### src/rtl/mbd_pkg.sv
package mbd_pkg;
    localparam int MB_PX          = 16;
    localparam int BLK_PX         = 8;
    localparam int SAMPLES_PER_MB = 384;
    localparam int IDX_W          = $clog2(SAMPLES_PER_MB);
    localparam int PIX_W          = 8;
    localparam int SAMPLE_W       = 16;
    localparam int CBP_W          = 6;
    localparam int FIFO_DEPTH     = 2;

    typedef enum logic [1:0] {
        ST_IDLE,
        ST_STREAM,
        ST_WAIT_CREDIT,
        ST_FLUSH
    } walk_state_e;

    function automatic logic [SAMPLE_W-1:0] widen_pixel(input logic [PIX_W-1:0] p);
        return {{(SAMPLE_W-PIX_W){1'b0}}, p};
    endfunction
endpackage

### src/rtl/mbd_credit.sv
module mbd_credit #(
    parameter int MAX_CREDITS = 5
) (
    input  logic clk,
    input  logic rst,
    input  logic take,
    input  logic give,
    output logic avail
);
    localparam int CW = $clog2(MAX_CREDITS + 1);
    localparam logic [CW-1:0] FULL = CW'(MAX_CREDITS);

    logic [CW-1:0] cnt;

    always_ff @(posedge clk) begin
        if (rst) begin
            cnt <= FULL;
        end else begin
            case ({take, give})
                2'b10:   cnt <= cnt - 1'b1;
                2'b01:   if (cnt != FULL) cnt <= cnt + 1'b1;
                default: ;
            endcase
        end
    end

    assign avail = (cnt != '0);

    assert_credit_bound_R6: assert property (@(posedge clk) disable iff (rst)
        cnt <= FULL);

    assert_no_underflow_R5: assert property (@(posedge clk) disable iff (rst)
        take |-> (cnt != '0));
endmodule

### src/rtl/mbd_addr_gen.sv
module mbd_addr_gen
    import mbd_pkg::*;
#(
    parameter int MB_COLS = 11,
    parameter int MB_ROWS = 9,
    parameter int ADDR_W  = 16,
    parameter int COL_W   = 4,
    parameter int ROW_W   = 4
) (
    input  logic [COL_W-1:0]  col,
    input  logic [ROW_W-1:0]  row,
    input  logic [IDX_W-1:0]  idx,
    output logic [ADDR_W-1:0] addr
);
    localparam int LUMA_W    = MB_COLS * MB_PX;
    localparam int LUMA_SIZE = LUMA_W * MB_ROWS * MB_PX;
    localparam int CHR_W     = MB_COLS * BLK_PX;
    localparam int CHR_SIZE  = CHR_W * MB_ROWS * BLK_PX;

    logic [2:0] blk, br, bc;
    logic [ADDR_W-1:0] lx, ly, cx, cy, luma_a, chr_a;

    always_comb begin
        blk = idx[8:6];
        br  = idx[5:3];
        bc  = idx[2:0];
        lx  = ADDR_W'(col) * ADDR_W'(MB_PX) + (blk[0] ? ADDR_W'(BLK_PX) : '0) + ADDR_W'(bc);
        ly  = ADDR_W'(row) * ADDR_W'(MB_PX) + (blk[1] ? ADDR_W'(BLK_PX) : '0) + ADDR_W'(br);
        cx  = ADDR_W'(col) * ADDR_W'(BLK_PX) + ADDR_W'(bc);
        cy  = ADDR_W'(row) * ADDR_W'(BLK_PX) + ADDR_W'(br);
        luma_a = ly * ADDR_W'(LUMA_W) + lx;
        chr_a  = ADDR_W'(LUMA_SIZE) + (blk[0] ? ADDR_W'(CHR_SIZE) : '0)
                 + cy * ADDR_W'(CHR_W) + cx;
        addr = blk[2] ? chr_a : luma_a;
    end
endmodule

### src/rtl/mbd_beat_fifo.sv
module mbd_beat_fifo
    import mbd_pkg::*;
#(
    parameter int W = 17
) (
    input  logic         clk,
    input  logic         rst,
    input  logic         push,
    input  logic [W-1:0] din,
    input  logic         pop,
    output logic [W-1:0] head,
    output logic         valid,
    output logic [1:0]   count
);
    logic [W-1:0] slot0, slot1;
    logic [1:0]   cnt;

    always_ff @(posedge clk) begin
        if (rst) begin
            cnt <= '0;
        end else begin
            case ({push, pop})
                2'b10: begin
                    if (cnt == 2'd0) slot0 <= din;
                    else             slot1 <= din;
                    cnt <= cnt + 2'd1;
                end
                2'b01: begin
                    slot0 <= slot1;
                    cnt   <= cnt - 2'd1;
                end
                2'b11: begin
                    if (cnt == 2'd1) begin
                        slot0 <= din;
                    end else begin
                        slot0 <= slot1;
                        slot1 <= din;
                    end
                end
                default: ;
            endcase
        end
    end

    assign head  = slot0;
    assign valid = (cnt != 2'd0);
    assign count = cnt;

    assert_fifo_no_overflow_R7: assert property (@(posedge clk) disable iff (rst)
        push |-> ((cnt < 2'(FIFO_DEPTH)) || pop));
endmodule

### src/rtl/mb_dispatch.sv
module mb_dispatch
    import mbd_pkg::*;
#(
    parameter int MB_COLS = 11,
    parameter int MB_ROWS = 9,
    parameter int CREDITS = 5,
    localparam int FRAME_BYTES = MB_COLS * MB_ROWS * SAMPLES_PER_MB,
    localparam int ADDR_W = $clog2(FRAME_BYTES),
    localparam int COL_W  = (MB_COLS > 1) ? $clog2(MB_COLS) : 1,
    localparam int ROW_W  = (MB_ROWS > 1) ? $clog2(MB_ROWS) : 1
) (
    input  logic                clk,
    input  logic                rst,
    input  logic                frame_start,
    input  logic                mb_ack,
    output logic                mem_rd,
    output logic [ADDR_W-1:0]   mem_addr,
    input  logic [PIX_W-1:0]    mem_data,
    output logic                out_valid,
    input  logic                out_ready,
    output logic [SAMPLE_W-1:0] out_sample,
    output logic [COL_W-1:0]    out_col,
    output logic [ROW_W-1:0]    out_row,
    output logic [CBP_W-1:0]    out_cbp,
    output logic                frame_done
);
    localparam int BEAT_W = PIX_W + COL_W + ROW_W + 1;

    walk_state_e       state;
    logic [COL_W-1:0]  col, pend_col, head_col;
    logic [ROW_W-1:0]  row, pend_row, head_row;
    logic [IDX_W-1:0]  idx;
    logic              rd_pend, pend_last, head_last;
    logic [PIX_W-1:0]  head_pix;
    logic [BEAT_W-1:0] fifo_din, fifo_head;
    logic [1:0]        fifo_cnt;
    logic [2:0]        occ;
    logic              pop, rd_ok, take, avail;
    logic              last_sample, last_col, last_row;

    mbd_credit #(.MAX_CREDITS(CREDITS)) u_credit (
        .clk   (clk),
        .rst   (rst),
        .take  (take),
        .give  (mb_ack),
        .avail (avail)
    );

    mbd_addr_gen #(
        .MB_COLS (MB_COLS),
        .MB_ROWS (MB_ROWS),
        .ADDR_W  (ADDR_W),
        .COL_W   (COL_W),
        .ROW_W   (ROW_W)
    ) u_addr (
        .col  (col),
        .row  (row),
        .idx  (idx),
        .addr (mem_addr)
    );

    assign fifo_din = {mem_data, pend_col, pend_row, pend_last};

    mbd_beat_fifo #(.W(BEAT_W)) u_fifo (
        .clk   (clk),
        .rst   (rst),
        .push  (rd_pend),
        .din   (fifo_din),
        .pop   (pop),
        .head  (fifo_head),
        .valid (out_valid),
        .count (fifo_cnt)
    );

    assign {head_pix, head_col, head_row, head_last} = fifo_head;
    assign out_sample = widen_pixel(head_pix);
    assign out_col    = head_col;
    assign out_row    = head_row;
    assign out_cbp    = '0;

    always_comb begin
        pop         = out_valid && out_ready;
        occ         = {1'b0, fifo_cnt} + {2'b00, rd_pend};
        rd_ok       = (occ < 3'd2) || pop;
        mem_rd      = (state == ST_STREAM) && rd_ok;
        last_sample = (idx == IDX_W'(SAMPLES_PER_MB - 1));
        last_col    = (col == COL_W'(MB_COLS - 1));
        last_row    = (row == ROW_W'(MB_ROWS - 1));
        take        = avail && (((state == ST_IDLE) && frame_start)
                              || (state == ST_WAIT_CREDIT)
                              || (mem_rd && last_sample && !(last_col && last_row)));
    end

    always_ff @(posedge clk) begin
        if (rst) begin
            state <= ST_IDLE;
            col   <= '0;
            row   <= '0;
            idx   <= '0;
        end else begin
            case (state)
                ST_IDLE: begin
                    if (frame_start) begin
                        col   <= '0;
                        row   <= '0;
                        idx   <= '0;
                        state <= avail ? ST_STREAM : ST_WAIT_CREDIT;
                    end
                end
                ST_STREAM: begin
                    if (mem_rd) begin
                        if (!last_sample) begin
                            idx <= idx + 1'b1;
                        end else begin
                            idx <= '0;
                            if (last_col && last_row) begin
                                state <= ST_FLUSH;
                            end else begin
                                if (last_col) begin
                                    col <= '0;
                                    row <= row + 1'b1;
                                end else begin
                                    col <= col + 1'b1;
                                end
                                state <= avail ? ST_STREAM : ST_WAIT_CREDIT;
                            end
                        end
                    end
                end
                ST_WAIT_CREDIT: begin
                    if (avail) state <= ST_STREAM;
                end
                ST_FLUSH: begin
                    if (pop && head_last) state <= ST_IDLE;
                end
                default: state <= ST_IDLE;
            endcase
        end
    end

    always_ff @(posedge clk) begin
        if (rst) begin
            rd_pend    <= 1'b0;
            pend_col   <= '0;
            pend_row   <= '0;
            pend_last  <= 1'b0;
            frame_done <= 1'b0;
        end else begin
            rd_pend    <= mem_rd;
            pend_col   <= col;
            pend_row   <= row;
            pend_last  <= last_sample && last_col && last_row;
            frame_done <= pop && head_last;
        end
    end

    assert_hold_stable_R7: assert property (@(posedge clk) disable iff (rst)
        (out_valid && !out_ready) |=> (out_valid && $stable(out_sample)
                                       && $stable(out_col) && $stable(out_row)));

    assert_done_single_R8: assert property (@(posedge clk) disable iff (rst)
        frame_done |=> !frame_done);

    assert_addr_in_frame_R3: assert property (@(posedge clk) disable iff (rst)
        mem_rd |-> (mem_addr < ADDR_W'(FRAME_BYTES)));

    assert_restart_ignored_R9: assert property (@(posedge clk) disable iff (rst)
        ((state == ST_STREAM) && frame_start && !mem_rd) |=> $stable(idx));
endmodule

### config.mk
export PLATFORM = sky130hd
export DESIGN_NAME = mb_dispatch
export DESIGN_NICKNAME = d
export VERILOG_FILES = /design/src/rtl/mbd_pkg.sv /design/src/rtl/mbd_credit.sv /design/src/rtl/mbd_addr_gen.sv /design/src/rtl/mbd_beat_fifo.sv /design/src/rtl/mb_dispatch.sv
export SDC_FILE = /design/constraint.sdc
export NUM_CORES = 1
export LEC_CHECK = 0
export ABC_AREA = 0
export BUFFER_PORTS_ARGS = -buffer_cell sky130_fd_sc_hd__buf_2
export CORE_ASPECT_RATIO = 1.1
export CORE_MARGIN = 3
export CORE_UTILIZATION = 45
export DETAILED_ROUTE_END_ITERATION = 8
export REMOVE_ABC_BUFFERS = 1
export SLEW_MARGIN = 0
export SYNTH_ARGS = -nofsm -noshare
export SYNTH_HDL_FRONTEND = slang
export SYNTH_SLANG_ARGS = --single-unit
### constraint.sdc
create_clock -name clk -period 6 [get_ports clk]
set_clock_uncertainty 0.2 [all_clocks]
set_input_delay 1.2 -clock clk [delete_from_list [all_inputs] [get_ports clk]]
set_output_delay 1.2 -clock clk [all_outputs]
set_load 0.01 [all_outputs]
==> Flow_metrics.wiki <==
{| class="wikitable"
! Metric !! Value
|-
| Worst VDD drop || 0.149 mV
|-
| Startpoint type of the worst setup path || register
|-
| Maximum clock frequency || 176 MHz
|-
| Post-CTS clock slew at the launch and capture registers of the worst setup and hold paths || 50 ps
|-
| Final TNS setup || 0 ps
|-
| Number of cell instances on the worst register-to-register path || 10
|-
| Required @ worst endpoint || 4600 ps
|-
| Initial antenna violation count || 0
|-
| Clock tree from TritonCTS || built
|-
| Worst R2R Start || col[1]$_SDFFE_PP0P_
|-
| Max_cap viols || 0
|-
| Worst min-delay path startpoint || pend_row[0]$_SDFF_PP0_
|-
| Clock network latency to the later pin of the worst-skew pair || 320 ps
|-
| Setup slack on the worst flop-to-flop path || 2820 ps
|-
| Count of instances resized after the clock tree is built || 0
|-
| Via density || 5.13
|-
| Period utilization || 94.8%
|-
| Worst hold path depth || 0
|-
| Post-synthesis cell count || 526
|-
| # fillers || approximately 1000
|-
| Effective utilization at floorplan || 46.5%
|-
| Clock root buffer || clkbuf_16
|-
| Total core area || 11000 um^2
|-
| Hold-fix buffer count after cts || 0
|-
| Final net count || 639
|-
| Layout area overhead || 9.28%
|-
| Primary flip-flop cell chosen by synthesis mapping || dfxtp_1
|-
| Routability Congestion || 0.760
|-
| Status || finished, final reports clean
|-
| DRC violation total after the first TritonRoute iteration || ~110
|-
| Distinct cell type count of the synthesized netlist || 65
|-
| Fraction of layout instances using a drive strength above 1 || 15.5%
|-
| Core Rows || 40
|-
| Post-layout instance area || 5600 um^2
|-
| Placed standard-cell area || 5330 um^2
|-
| Post-synth EDFFs || 34
|-
| Top-area cell type share of the netlist area || 19.9%
|-
| Kind of critical path || register to primary output
|-
| Ant. Diodes || 0
|-
| Number of detailed-routing iterations run before antenna repair || 4
|-
| Min cycle time layout || 5690 ps
|-
| Worst Hold Path EP || u_fifo.slot1[1]$_DFFE_PP_
|-
| HPWL after DPL || 7440 um
|-
| Maximum number of pins on one net before global-route repair || 27
|-
| PwrDens || 245 nW/um^2
|-
| Worst-case hold slack || 233 ps
|-
| Via count of the first global-routing pass || approximately 3500
|-
| Count of boundary I/O pins || 62
|-
| Number of buffers created by CTS || 9
|-
| Count of vias placed by the detailed router || 3631
|-
| Residual antenna-violating net count after detailed routing || 0
|-
| Die area || 12700 um^2
|-
| Warnings from Yosys || 0
|-
| Area of the mapped netlist || 5120 um^2
|-
| Element type at the critical path end || primary output
|-
| Depth of the CTS H-tree || 3
|-
| Sequential fraction of the synthesis area || 33.6%
|-
| Async set-or-reset flop fraction in the synthesized netlist || 0%
|-
| Post-Syn Area per Cell || 9.74 um^2
|-
| Sum of routed wire length over all layers || ~9500 um
|-
| Number of buffers on the longest clock path || 2
|-
| Die extent in y || 118 um
|-
| Die outline width || 108 um
|-
| Total GRT Usage || 15.4%
|-
| Average routed wire per standard cell || about 13 um
|-
| Endpoint of the lowest-slack register-to-register path || u_credit.cnt[2]$_SDFFE_PP1P_
|-
| Worst min-delay path category || register to register
|-
| Synth area leader || edfxtp_1
|-
| Normalized max-slew margin || 50.1%
|-
| Max Slew Vio Count || 0
|-
| Unrepaired setup endpoints after global routing || false
|-
| Max FO, Critical Path || 9
|-
| Number of synthesized register bits || a little under 70
|-
| Sink Count || 69
|-
| First-pass GRT wire length || about 16000 um
|-
| Number of port buffers || 47
|-
| Critical path data arrival time || approximately 4300 ps
|-
| Overflow left after global routing || 0
|-
| Remaining DRCs || 0
|-
| Transition time of the tightest slew-check pin || 749 ps
|-
| Area contributors post-synth || edfxtp_1 20%, ha_1 14%, dfxtp_1 14%, buf_4 4.8%, fa_1 4.7%
|-
| Setup-failing EPs final || 0
|-
| Cell leakage power || 2.59 nW
|-
| Number of hold violations in the final report || 0
|-
| Buffers inserted during post-CTS setup optimization || 0
|}
layer usage:
| metal | routed length (um) | share of wire (%) | GRT usage (%) |
|---|---|---|---|
| met2 | 4630 | 48 | 25.4 |
| met4 | 106 | 1.1 | 4.66 |
| met3 | 397 | 4.2 | 2.74 |
| met5 | 0 | 0 | 0 |
| met1 | 4420 | 46 | 20.6 |
flip-flops by register name, indices dropped and copies added (netlist names):
name / cells
pend_last: 1
state: 2
u_fifo.count: 2
row: 4
frame_done: 1
pend_row: 4
idx: 9
u_fifo.slot1: 17
pend_col: 4
rd_pend: 1
col: 4
u_credit.cnt: 3
u_fifo.head: 17
power breakdown:
part | switching, mW | internal (mW) | leakage (nW) | total, mW
clock | 0.183 | 0.276 | 0.123 | 0.460
sequential | 0.0289 | 0.550 | 0.599 | 0.579
combinational | 0.195 | 0.139 | 1.86 | 0.334
total | 0.407 | 0.966 | 2.59 | 1.37
critical path, cell delays in order, from the launching register on:
cell and delay, ps:
dfxtp_1 540, ha_1 320, xor2_1 170, ha_1 280, ha_1 330, a21oi_1 200
o21ai_0 120, a21oi_1 220, o21ai_0 140, xor2_1 160, ha_1 290, ha_1 330
nand2_1 60, o41ai_1 410, xnor2_1 170, mux2i_1 80, buf_2 140
cells in the final DEF (no fill, tap or decap), drive strengths merged, types with 14 or more instances in the layout:
cell type,n
o21ai,22
xnor2,21
buf,51
nor2,50
a21oi,24
inv,49
dfxtp,35
nand2,23
xor2,24
conb,14
edfxtp,34
a22o,17
ha,58
kinds of logic (layout without fill, tap and decap cells):
group | after synthesis | count (layout) | synth area share (%)
and+or+nand+nor | 127 | 127 | 12.6
muxes | 8 | 8 | 1.64
other | 1 | 14 | 0.0732
xor gates and xnor gates | 45 | 45 | 7.98
DFF | 69 | 69 | 33.6
adders and majority gates | 70 | 70 | 18.8
AOI/OAI and AO/OA | 112 | 112 | 15.9
buffers and inverters | 94 | 116 | 9.35
layout make-up:
class / count / area [um^2] / area share [%]
Clock buffer: 11 / 233 / 4.16
Clock inverter: 5 / 28.8 / 0.514
Multi-Input combinational cell: 376 / 2980 / 53.3
Tap cell: 147 / 184 / 3.28
Sequential cell: 69 / 1720 / 30.7
Inverter: 49 / 184 / 3.28
Timing Repair Buffer: 51 / 265 / 4.74
cells in the mapped netlist, types with 4 or more instances:
library cell and count:
a21o_1 10, a21oi_1 23, a22o_1 17, a31oi_1 4, buf_4 33, clkbuf_1 10, dfxtp_1 35, edfxtp_1 34
fa_1 12, ha_1 58, inv_1 48, mux2i_1 5, nand2_1 23, nand2b_1 10, nand3_1 4, nand4_1 6
nor2_1 50, nor2b_1 7, nor3_1 6, o211ai_1 5, o21ai_0 19, o21bai_1 4, xnor2_1 20, xor2_1 23
how the worst max path moves through the flow:
stage / depth (start not counted) / start / to / slack (ps)
floorplan: 14 / idx[5]$_SDFFE_PP0P_ / mem_addr[12] / 970
global placement: 14 / idx[5]$_SDFFE_PP0P_ / mem_addr[14] / 560
global route: 16 / row[0]$_SDFFE_PP0P_ / mem_addr[14] / 40
finish: 16 / row[0]$_SDFFE_PP0P_ / mem_addr[14] / 310
CTS: 15 / idx[3]$_SDFFE_PP0P_ / mem_addr[12] / 90
detailed placement: 15 / idx[3]$_SDFFE_PP0P_ / mem_addr[12] / 460
metrics by stage:
step / power (mW) / setup WS [ps] / std cells / utilization [%]
after detailed placement: 0.927 / 463 / 692 / 48.4
after global routing: 1.46 / 40.6 / 708 / 50.9
after floorplan: 0.829 / 965 / 494 / -
after global placement: 0.917 / 564 / 692 / 48.4
after CTS: 1.39 / 92.5 / 708 / 50.8
final: 1.37 / 314 / 708 / 50.9
No activity file was read; power rests on OpenSTA's default activity.
